--- src/rtl/interp_pkg.sv ---
package interp_pkg;

  localparam int MODE_NONE  = 0;
  localparam int MODE_BLEND = 1;
  localparam int MODE_CLAMP = 2;

  // control field positions
  localparam int SH_LO     = 0;
  localparam int LSB_LO    = 5;
  localparam int MSB_LO    = 10;
  localparam int BIT_SGN   = 15;
  localparam int BIT_XIN   = 16;
  localparam int BIT_XRES  = 17;
  localparam int BIT_RAW   = 18;
  localparam int FRC_LO    = 19;
  localparam int BIT_BLEND = 21;
  localparam int BIT_CLAMP = 22;
  localparam int BIT_OVF0  = 23;
  localparam int BIT_OVF1  = 24;
  localparam int BIT_OVFA  = 25;
  localparam int FRC_POS   = 28;

  typedef enum logic [3:0] {
    RA_CTRL0 = 4'd0,  RA_CTRL1 = 4'd1,
    RA_ACC0  = 4'd2,  RA_ACC1  = 4'd3,
    RA_BASE0 = 4'd4,  RA_BASE1 = 4'd5,  RA_BASE2 = 4'd6,
    RA_PAIR  = 4'd7,
    RA_ADD0  = 4'd8,  RA_ADD1  = 4'd9,
    RA_PEEK0 = 4'd10, RA_PEEK1 = 4'd11, RA_PEEKF = 4'd12,
    RA_POP0  = 4'd13, RA_POP1  = 4'd14, RA_POPF  = 4'd15
  } regAddr_e;

  typedef struct packed {
    logic [1:0] wrCtrl;
    logic [1:0] wrAcc;
    logic [2:0] wrBase;
    logic       wrPair;
    logic [1:0] wrAdd;
    logic       pop;
    logic       rdValid;
  } strobe_t;

endpackage

--- src/rtl/interp_lane.sv ---
module interp_lane #(
  parameter int DW = 32,
  parameter int SW = $clog2(DW)
) (
  input  logic [DW-1:0] srcVal,
  input  logic [SW-1:0] shiftAmt,
  input  logic [SW-1:0] lsbPos,
  input  logic [SW-1:0] msbPos,
  input  logic          sgnEn,
  output logic [DW-1:0] fieldVal,
  output logic          ovfFlag
);
  localparam logic [SW-1:0] TOP = SW'(DW - 1);

  logic [DW-1:0] shifted;
  logic [DW-1:0] hiMask;
  logic [DW-1:0] loMask;
  logic [DW-1:0] fieldMask;
  logic [DW-1:0] masked;

  always_comb begin
    shifted   = srcVal >> shiftAmt;
    hiMask    = {DW{1'b1}} >> (TOP - msbPos);
    loMask    = {DW{1'b1}} << lsbPos;
    fieldMask = (msbPos >= lsbPos) ? (hiMask & loMask) : '0;
    masked    = shifted & fieldMask;
    fieldVal  = (sgnEn && masked[msbPos]) ? (masked | ~hiMask) : masked;
    ovfFlag   = |(shifted & ~hiMask);
  end

endmodule

--- src/rtl/interp_ctrl.sv ---
module interp_ctrl
  import interp_pkg::*;
(
  input  logic     clk,
  input  logic     rstN,
  input  logic     wrEn,
  input  logic     rdEn,
  input  regAddr_e addr,
  output strobe_t  stb
);

  always_comb begin
    stb = '0;
    if (wrEn) begin
      unique case (addr)
        RA_CTRL0: stb.wrCtrl[0] = 1'b1;
        RA_CTRL1: stb.wrCtrl[1] = 1'b1;
        RA_ACC0:  stb.wrAcc[0]  = 1'b1;
        RA_ACC1:  stb.wrAcc[1]  = 1'b1;
        RA_BASE0: stb.wrBase[0] = 1'b1;
        RA_BASE1: stb.wrBase[1] = 1'b1;
        RA_BASE2: stb.wrBase[2] = 1'b1;
        RA_PAIR:  stb.wrPair    = 1'b1;
        RA_ADD0:  stb.wrAdd[0]  = 1'b1;
        RA_ADD1:  stb.wrAdd[1]  = 1'b1;
        default:  ;
      endcase
    end else if (rdEn) begin
      stb.rdValid = 1'b1;
      stb.pop = (addr == RA_POP0) || (addr == RA_POP1) || (addr == RA_POPF);
    end
  end


  wr_strobe_onehot_chk: assert property (@(posedge clk) disable iff (!rstN)
    $onehot0({stb.wrCtrl, stb.wrAcc, stb.wrBase, stb.wrPair, stb.wrAdd, stb.pop}));


  pop_needs_read_chk: assert property (@(posedge clk) disable iff (!rstN)
    stb.pop |-> (rdEn && !wrEn));

endmodule

--- src/rtl/interp_dp.sv ---
module interp_dp
  import interp_pkg::*;
#(
  parameter int DW   = 32,
  parameter int MODE = MODE_BLEND
) (
  input  logic          clk,
  input  logic          rstN,
  input  strobe_t       stb,
  input  regAddr_e      rdSel,
  input  logic [DW-1:0] wdata,
  output logic [DW-1:0] rdata
);
  localparam int  SW        = $clog2(DW);
  localparam int  HALF      = DW / 2;
  localparam bit  HAS_BLEND = (MODE == MODE_BLEND);
  localparam bit  HAS_CLAMP = (MODE == MODE_CLAMP);
  localparam logic [DW-1:0] CTRL_BASE = DW'((1 << (FRC_LO + 2)) - 1);
  localparam logic [DW-1:0] CTRL0_KEEP = CTRL_BASE
      | (HAS_BLEND ? DW'(1) << BIT_BLEND : '0)
      | (HAS_CLAMP ? DW'(1) << BIT_CLAMP : '0);

  logic [DW-1:0] acc     [2];
  logic [DW-1:0] base    [3];
  logic [DW-1:0] ctrlReg [2];

  logic [DW-1:0] laneSrc  [2];
  logic [DW-1:0] laneVal  [2];
  logic [DW-1:0] rawOrVal [2];
  logic [DW-1:0] laneRes  [2];
  logic [1:0]    laneOvf;
  logic [DW-1:0] fullRes;

  // lane front ends: input select + shift/mask/extend
  for (genvar i = 0; i < 2; i++) begin : g_lane
    assign laneSrc[i]  = ctrlReg[i][BIT_XIN] ? acc[1-i] : acc[i];
    assign rawOrVal[i] = ctrlReg[i][BIT_RAW] ? laneSrc[i] : laneVal[i];

    interp_lane #(.DW(DW), .SW(SW)) lane_i (
      .srcVal   (laneSrc[i]),
      .shiftAmt (ctrlReg[i][SH_LO  +: SW]),
      .lsbPos   (ctrlReg[i][LSB_LO +: SW]),
      .msbPos   (ctrlReg[i][MSB_LO +: SW]),
      .sgnEn    (ctrlReg[i][BIT_SGN]),
      .fieldVal (laneVal[i]),
      .ovfFlag  (laneOvf[i])
    );
  end

  // blend interpolation arithmetic
  logic          blendOn;
  logic [DW:0]   blendDiff;
  logic [DW+7:0] blendProd;
  logic [DW-1:0] blendVal;

  always_comb begin
    blendOn   = HAS_BLEND && ctrlReg[0][BIT_BLEND];
    blendDiff = ctrlReg[1][BIT_SGN]
              ? ({base[1][DW-1], base[1]} - {base[0][DW-1], base[0]})
              : ({1'b0, base[1]} - {1'b0, base[0]});
    blendProd = {{7{blendDiff[DW]}}, blendDiff} * {{DW{1'b0}}, laneVal[1][7:0]};
    blendVal  = base[0] + DW'(blendProd >> 8);
  end

  // clamp comparison
  logic clampOn;
  logic clampLow;
  logic clampHigh;

  always_comb begin
    clampOn = HAS_CLAMP && ctrlReg[0][BIT_CLAMP];
    if (ctrlReg[0][BIT_SGN]) begin
      clampLow  = $signed(rawOrVal[0]) < $signed(base[0]);
      clampHigh = $signed(rawOrVal[0]) > $signed(base[1]);
    end else begin
      clampLow  = rawOrVal[0] < base[0];
      clampHigh = rawOrVal[0] > base[1];
    end
  end

  // result selection
  always_comb begin
    laneRes[0] = rawOrVal[0] + base[0];
    laneRes[1] = rawOrVal[1] + base[1];
    fullRes    = base[2] + laneVal[0] + laneVal[1];
    if (blendOn) begin
      laneRes[0] = rawOrVal[0];
      laneRes[1] = blendVal;
      fullRes    = base[2] + laneVal[0];
    end
    if (clampOn) begin
      laneRes[0] = clampLow ? base[0] : (clampHigh ? base[1] : rawOrVal[0]);
    end
  end

  // state update
  always_ff @(posedge clk or negedge rstN) begin
    if (!rstN) begin
      for (int i = 0; i < 2; i++) begin
        acc[i]     <= '0;
        ctrlReg[i] <= '0;
      end
      for (int j = 0; j < 3; j++) base[j] <= '0;
    end else begin
      if (stb.pop) begin
        acc[0] <= ctrlReg[0][BIT_XRES] ? laneRes[1] : laneRes[0];
        acc[1] <= ctrlReg[1][BIT_XRES] ? laneRes[0] : laneRes[1];
      end
      for (int i = 0; i < 2; i++) begin
        if (stb.wrAcc[i]) acc[i] <= wdata;
        if (stb.wrAdd[i]) acc[i] <= acc[i] + wdata;
      end
      if (stb.wrCtrl[0]) ctrlReg[0] <= wdata & CTRL0_KEEP;
      if (stb.wrCtrl[1]) ctrlReg[1] <= wdata & CTRL_BASE;
      for (int j = 0; j < 3; j++) begin
        if (stb.wrBase[j]) base[j] <= wdata;
      end
      if (stb.wrPair) begin
        base[0] <= {{HALF{ctrlReg[0][BIT_SGN] & wdata[HALF-1]}}, wdata[HALF-1:0]};
        base[1] <= {{HALF{ctrlReg[1][BIT_SGN] & wdata[DW-1]}},   wdata[DW-1:HALF]};
      end
    end
  end

  // read path
  logic [DW-1:0] frc0;
  logic [DW-1:0] frc1;
  logic [DW-1:0] rdMux;

  always_comb begin
    frc0 = DW'(ctrlReg[0][FRC_LO +: 2]) << FRC_POS;
    frc1 = DW'(ctrlReg[1][FRC_LO +: 2]) << FRC_POS;
    unique case (rdSel)
      RA_CTRL0: rdMux = ctrlReg[0]
                      | (DW'(laneOvf[0]) << BIT_OVF0)
                      | (DW'(laneOvf[1]) << BIT_OVF1)
                      | (DW'(|laneOvf)   << BIT_OVFA);
      RA_CTRL1: rdMux = ctrlReg[1];
      RA_ACC0:  rdMux = acc[0];
      RA_ACC1:  rdMux = acc[1];
      RA_BASE0: rdMux = base[0];
      RA_BASE1: rdMux = base[1];
      RA_BASE2: rdMux = base[2];
      RA_PAIR:  rdMux = '0;
      RA_ADD0:  rdMux = laneVal[0];
      RA_ADD1:  rdMux = laneVal[1];
      RA_PEEK0, RA_POP0: rdMux = laneRes[0] | frc0;
      RA_PEEK1, RA_POP1: rdMux = laneRes[1] | frc1;
      default:  rdMux = fullRes;
    endcase
    rdata = stb.rdValid ? rdMux : '0;
  end


  peek_stable_chk: assert property (@(posedge clk) disable iff (!rstN)
    (stb.rdValid && !stb.pop) |=> ($stable(acc[0]) && $stable(acc[1])));


  pop_wb_chk: assert property (@(posedge clk) disable iff (!rstN)
    stb.pop |=> (acc[0] == $past(ctrlReg[0][BIT_XRES] ? laneRes[1] : laneRes[0])
              && acc[1] == $past(ctrlReg[1][BIT_XRES] ? laneRes[0] : laneRes[1])));


  add_acc_chk: assert property (@(posedge clk) disable iff (!rstN)
    stb.wrAdd[0] |=> (acc[0] == $past(acc[0] + wdata)));


  zero_mask_chk: assert property (@(posedge clk) disable iff (!rstN)
    (ctrlReg[0][MSB_LO +: SW] < ctrlReg[0][LSB_LO +: SW]) |-> (laneVal[0] == '0));

  if (HAS_CLAMP) begin : g_clamp_chk

    clamp_range_chk: assert property (@(posedge clk) disable iff (!rstN)
      (clampOn && !ctrlReg[0][BIT_SGN] && base[0] <= base[1])
        |-> (laneRes[0] >= base[0] && laneRes[0] <= base[1]));
  end

endmodule

--- src/rtl/interp_unit.sv ---
module interp_unit
  import interp_pkg::*;
#(
  parameter int DATA_W = 32,
  parameter int MODE   = MODE_BLEND
) (
  input  logic              clk,
  input  logic              rstN,
  input  logic              busWrEn,
  input  logic              busRdEn,
  input  logic [3:0]        busAddr,
  input  logic [DATA_W-1:0] busWdata,
  output logic [DATA_W-1:0] busRdata
);
  strobe_t  stb;
  regAddr_e addrSel;

  assign addrSel = regAddr_e'(busAddr);

  interp_ctrl ctrl_i (
    .clk  (clk),
    .rstN (rstN),
    .wrEn (busWrEn),
    .rdEn (busRdEn),
    .addr (addrSel),
    .stb  (stb)
  );

  interp_dp #(.DW(DATA_W), .MODE(MODE)) dp_i (
    .clk   (clk),
    .rstN  (rstN),
    .stb   (stb),
    .rdSel (addrSel),
    .wdata (busWdata),
    .rdata (busRdata)
  );

endmodule

--- config.mk ---
export PLATFORM = sky130hd
export DESIGN_NAME = interp_unit
export DESIGN_NICKNAME = d
export VERILOG_FILES = /design/src/rtl/interp_pkg.sv /design/src/rtl/interp_lane.sv /design/src/rtl/interp_ctrl.sv /design/src/rtl/interp_dp.sv /design/src/rtl/interp_unit.sv
export SDC_FILE = /design/constraint.sdc
export NUM_CORES = 2
export LEC_CHECK = 0
export BUFFER_PORTS_ARGS = -buffer_cell sky130_fd_sc_hd__buf_2
export CAP_MARGIN = 25
export CORE_MARGIN = 2
export CORE_UTILIZATION = 45
export DETAILED_ROUTE_END_ITERATION = 7
export REMOVE_ABC_BUFFERS = 1
export SLEW_MARGIN = 20
export SYNTH_ARGS = -nofsm -noshare
export SYNTH_HDL_FRONTEND = slang
export SYNTH_SLANG_ARGS = --single-unit
--- constraint.sdc ---
create_clock -name clk -period 15 [get_ports clk]
set_input_delay 3 -clock clk [delete_from_list [all_inputs] [get_ports clk]]
set_output_delay 3 -clock clk [all_outputs]
set_load 0.02 [all_outputs]
==> results_dict.tcl <==
set metrics [dict create \
    status "complete, but fails checks" \
    violations "design-rule violations, negative setup slack" \
    maxCapViolCount 0 \
    worst-path-buf-inv 16 \
    grt_pass1_vias 45600 \
    cp-end-kind "output port" \
    hpwl_um 175000 \
    grt_pass1_wl_um 318000 \
    reg2reg_slack_ps 3200 \
    syn_area_um2 42700 \
    antenna_found_initial 14 \
    first_pass_iters 8 \
    setup_slack_ps -300 \
    cts-root-buf "clkbuf_16" \
    dp_cells 6964 \
    crit_path_max_incr_delay_ps 570 \
    worst_pin_slew_ps 1230 \
    clock-skew-final_ps 23.3 \
    final.period_utilization_pct 102 \
    wl_per_cell_um 31.3 \
    crit_top_cell "buf_6" \
    synthTopCellsByArea "dfrtp_1 12%, ha_1 9.9%, fa_1 9.7%, mux4_2 5.6%, a21oi_1 4.9%" \
    die_area_um2 97400 \
    slew_headroom_pct 17.9 \
    crit_path_start_kind "flop" \
    design_area_um2 50300 \
    ys_warn_count 0 \
    n_fill_cell 9090 \
    coreArea_um2 93700 \
    synth_flop_cell "dfrtp_1" \
    criticalPathCategory "flop to output port" \
    clock_sinks 203 \
    synthArstFlopShare_pct 100 \
    ant_nets 0 \
    fin_crit_ps 15300 \
    io_pins 72 \
    synth-seq-cells 203 \
    finalHoldViolations 0 \
    rows 112 \
    ctsHoldBuffers 0 \
    timing.hold.ws_ps 555 \
    finalSetupViolCount 6 \
    clkTransAtPathRegs_ps 70 \
    hold_class "flop to flop" \
    routed_wl_um 222000 \
    grt_util_all_layers_pct 44.1 \
    postPlaceCellArea_um2 47600 \
    critPathSlowestCell "fa_2" \
    final_cell_mix "562 x buf_4, 489 x nor2_1, 475 x nand2_1" \
    drive_gt1_share_pct 21.0 \
    yosysUniqueCellTypes 91 \
    grt_overflow_total 0 \
    p_leak_nw 22.9 \
    gp_congestion 1.06 \
    route.detailed.drc 14 \
    rsz0062_at_grt "true" \
    cts_tree "built" \
    synth_area_leader_cell "dfrtp_1" \
    worstHoldStart "dp_i.base[13]" \
    fin_setup_tns_ps -723 \
    ir_worst_vdd_mv 0.255 \
    viasPerCell 6.71 \
    grt_max_degree 124 \
    postSynthCellCount 5449 \
    slew_violations 0 \
    initial_core_util_pct 45.6 \
    synth_edf_count 0 \
    die_w_um 312 \
    fmax_mhz 65.4 \
    sequential_cell_area_um2 5110 \
    drtIter0Drc 6303 \
    io_buffers 71 \
    path_max_fanout 6 \
    yosysTopAreaCellShare_pct 11.9 \
    synth-seq-area-share_pct 11.9 \
    cpLargestDelayFamily "compound AO/OA/AOI/OAI gates" \
    fp.dieH_um 312 \
    insertion_delay_ps 650 \
    startpoint "dp_i.ctrlReg[2]" \
    cp.required_ps 12000 \
    htree_num_levels 1 \
    instances_no_fill 7092 \
    final_common_cell "buf_4" \
    place_ws_ps -505 \
    p_per_area_nw_per_um2 308 \
    num_vias 47600 \
    cts_buffers 30 \
    finalNetCount 6392 \
    clockBufferDepth 3 \
    critical_path_arrival_ps 12300 \
    synth_area_per_cell_um2 7.84 \
    r2r-start "dp_i.ctrlReg[2]" \
    multi_input_area_um2 35500 \
    area_growth_syn_to_layout_pct 17.7 \
]
timing repair:
item,in CTS,in global routing
buffers inserted,41,24
pin swaps,87,70
gates resized for setup,122,111
cloned,2,0
setup endpoints to repair,13,14
cells in the mapped netlist, types with 22 or more instances:
| cell type | instances |
|---|---|
| a211oi_1 | 58 |
| a21o_1 | 80 |
| a21oi_1 | 419 |
| a221oi_1 | 65 |
| a22o_1 | 24 |
| a22oi_1 | 72 |
| a31oi_1 | 61 |
| and2_1 | 58 |
| and3_1 | 56 |
| buf_1 | 45 |
| buf_2 | 26 |
| clkbuf_1 | 265 |
| dfrtp_1 | 203 |
| fa_1 | 206 |
| ha_1 | 337 |
| inv_1 | 413 |
| mux2_2 | 142 |
| mux2i_1 | 181 |
| mux4_2 | 107 |
| nand2_1 | 483 |
| nand2b_1 | 55 |
| nand3_1 | 105 |
| nand4_1 | 33 |
| nor2_1 | 500 |
| nor2b_1 | 75 |
| nor3_1 | 127 |
| o2111ai_1 | 22 |
| o211ai_1 | 40 |
| o21a_1 | 75 |
| o21ai_0 | 315 |
| o21bai_1 | 27 |
| o221ai_1 | 25 |
| o22ai_1 | 58 |
| o31ai_1 | 39 |
| or2_2 | 35 |
| or3_1 | 38 |
| xnor2_1 | 148 |
| xor2_1 | 100 |
power breakdown:
group          total [mW]  leakage, nW  internal (mW)  switching, mW
combinational        13.5         20.0           5.71           7.76
sequential           1.17         2.42          0.714          0.456
clock               0.811        0.512          0.462          0.348
cell type report:
class | instances | area share [%]
Sequential cell | 203 | 10.2
Clock buffer | 32 | 1.53
Tap cell | 1254 | 3.12
Clock inverter | 23 | 0.595
Multi-Input combinational cell | 4468 | 70.7
Antenna cell | 6 | 0.0299
Timing Repair Buffer | 682 | 10.7
Inverter | 424 | 3.18
cell families after synthesis:
family                     count (synthesis)  share of synthesized area (%)
muxes                                    430                           13.6
adders and majority gates                543                           19.5
AOI/OAI and AO/OA                       1601                           24.7
xor gates and xnor gates                 249                           5.14
and+or+nand+nor                         1645                           18.0
DFF                                      203                           11.9
buffers and inverters                    778                           7.11
metrics by stage:
| stage | power (mW) | utilization (%) |
|---|---|---|
| after floorplan | 8.34 | - |
| after global placement | 13.3 | 50.7 |
| after detailed placement | 13.3 | 50.7 |
| after CTS | 14.7 | 52.8 |
| after global routing | 16.4 | 53.6 |
| final | 15.5 | 53.6 |
registers in the layout, summed over array words and instances (netlist names):
name          flops
dp_i.ctrlReg     42
dp_i.base        96
dp_i.blendOn      1
dp_i.acc         64
final timing paths:
| kind | cells past startpoint | endpoint |
|---|---|---|
| hold / removal | 1 | dp_i.base[13] |
| setup / recovery | 57 | busRdata[31] |
| max in group asynchronous | 2 | dp_i.blendOn |
| setup reg to reg | 57 | dp_i.acc[30] |
| min in group asynchronous | 1 | dp_i.base[28] |
| hold reg to reg | 1 | dp_i.base[13] |
per-layer routing:
metal / routed length [µm] / vias to the layer above / GRT usage (%) / part of all wire, %
li1: - / 20600 / - / -
met1: 83800 / 23100 / 55.5 / 38
met3: 27400 / 807 / 12.9 / 12
met2: 93800 / 3127 / 66.8 / 42
met4: 16800 / 12 / 26.8 / 7.6
met5: 107 / - / 0 / 0.048
(Power assumes the default switching activity.)
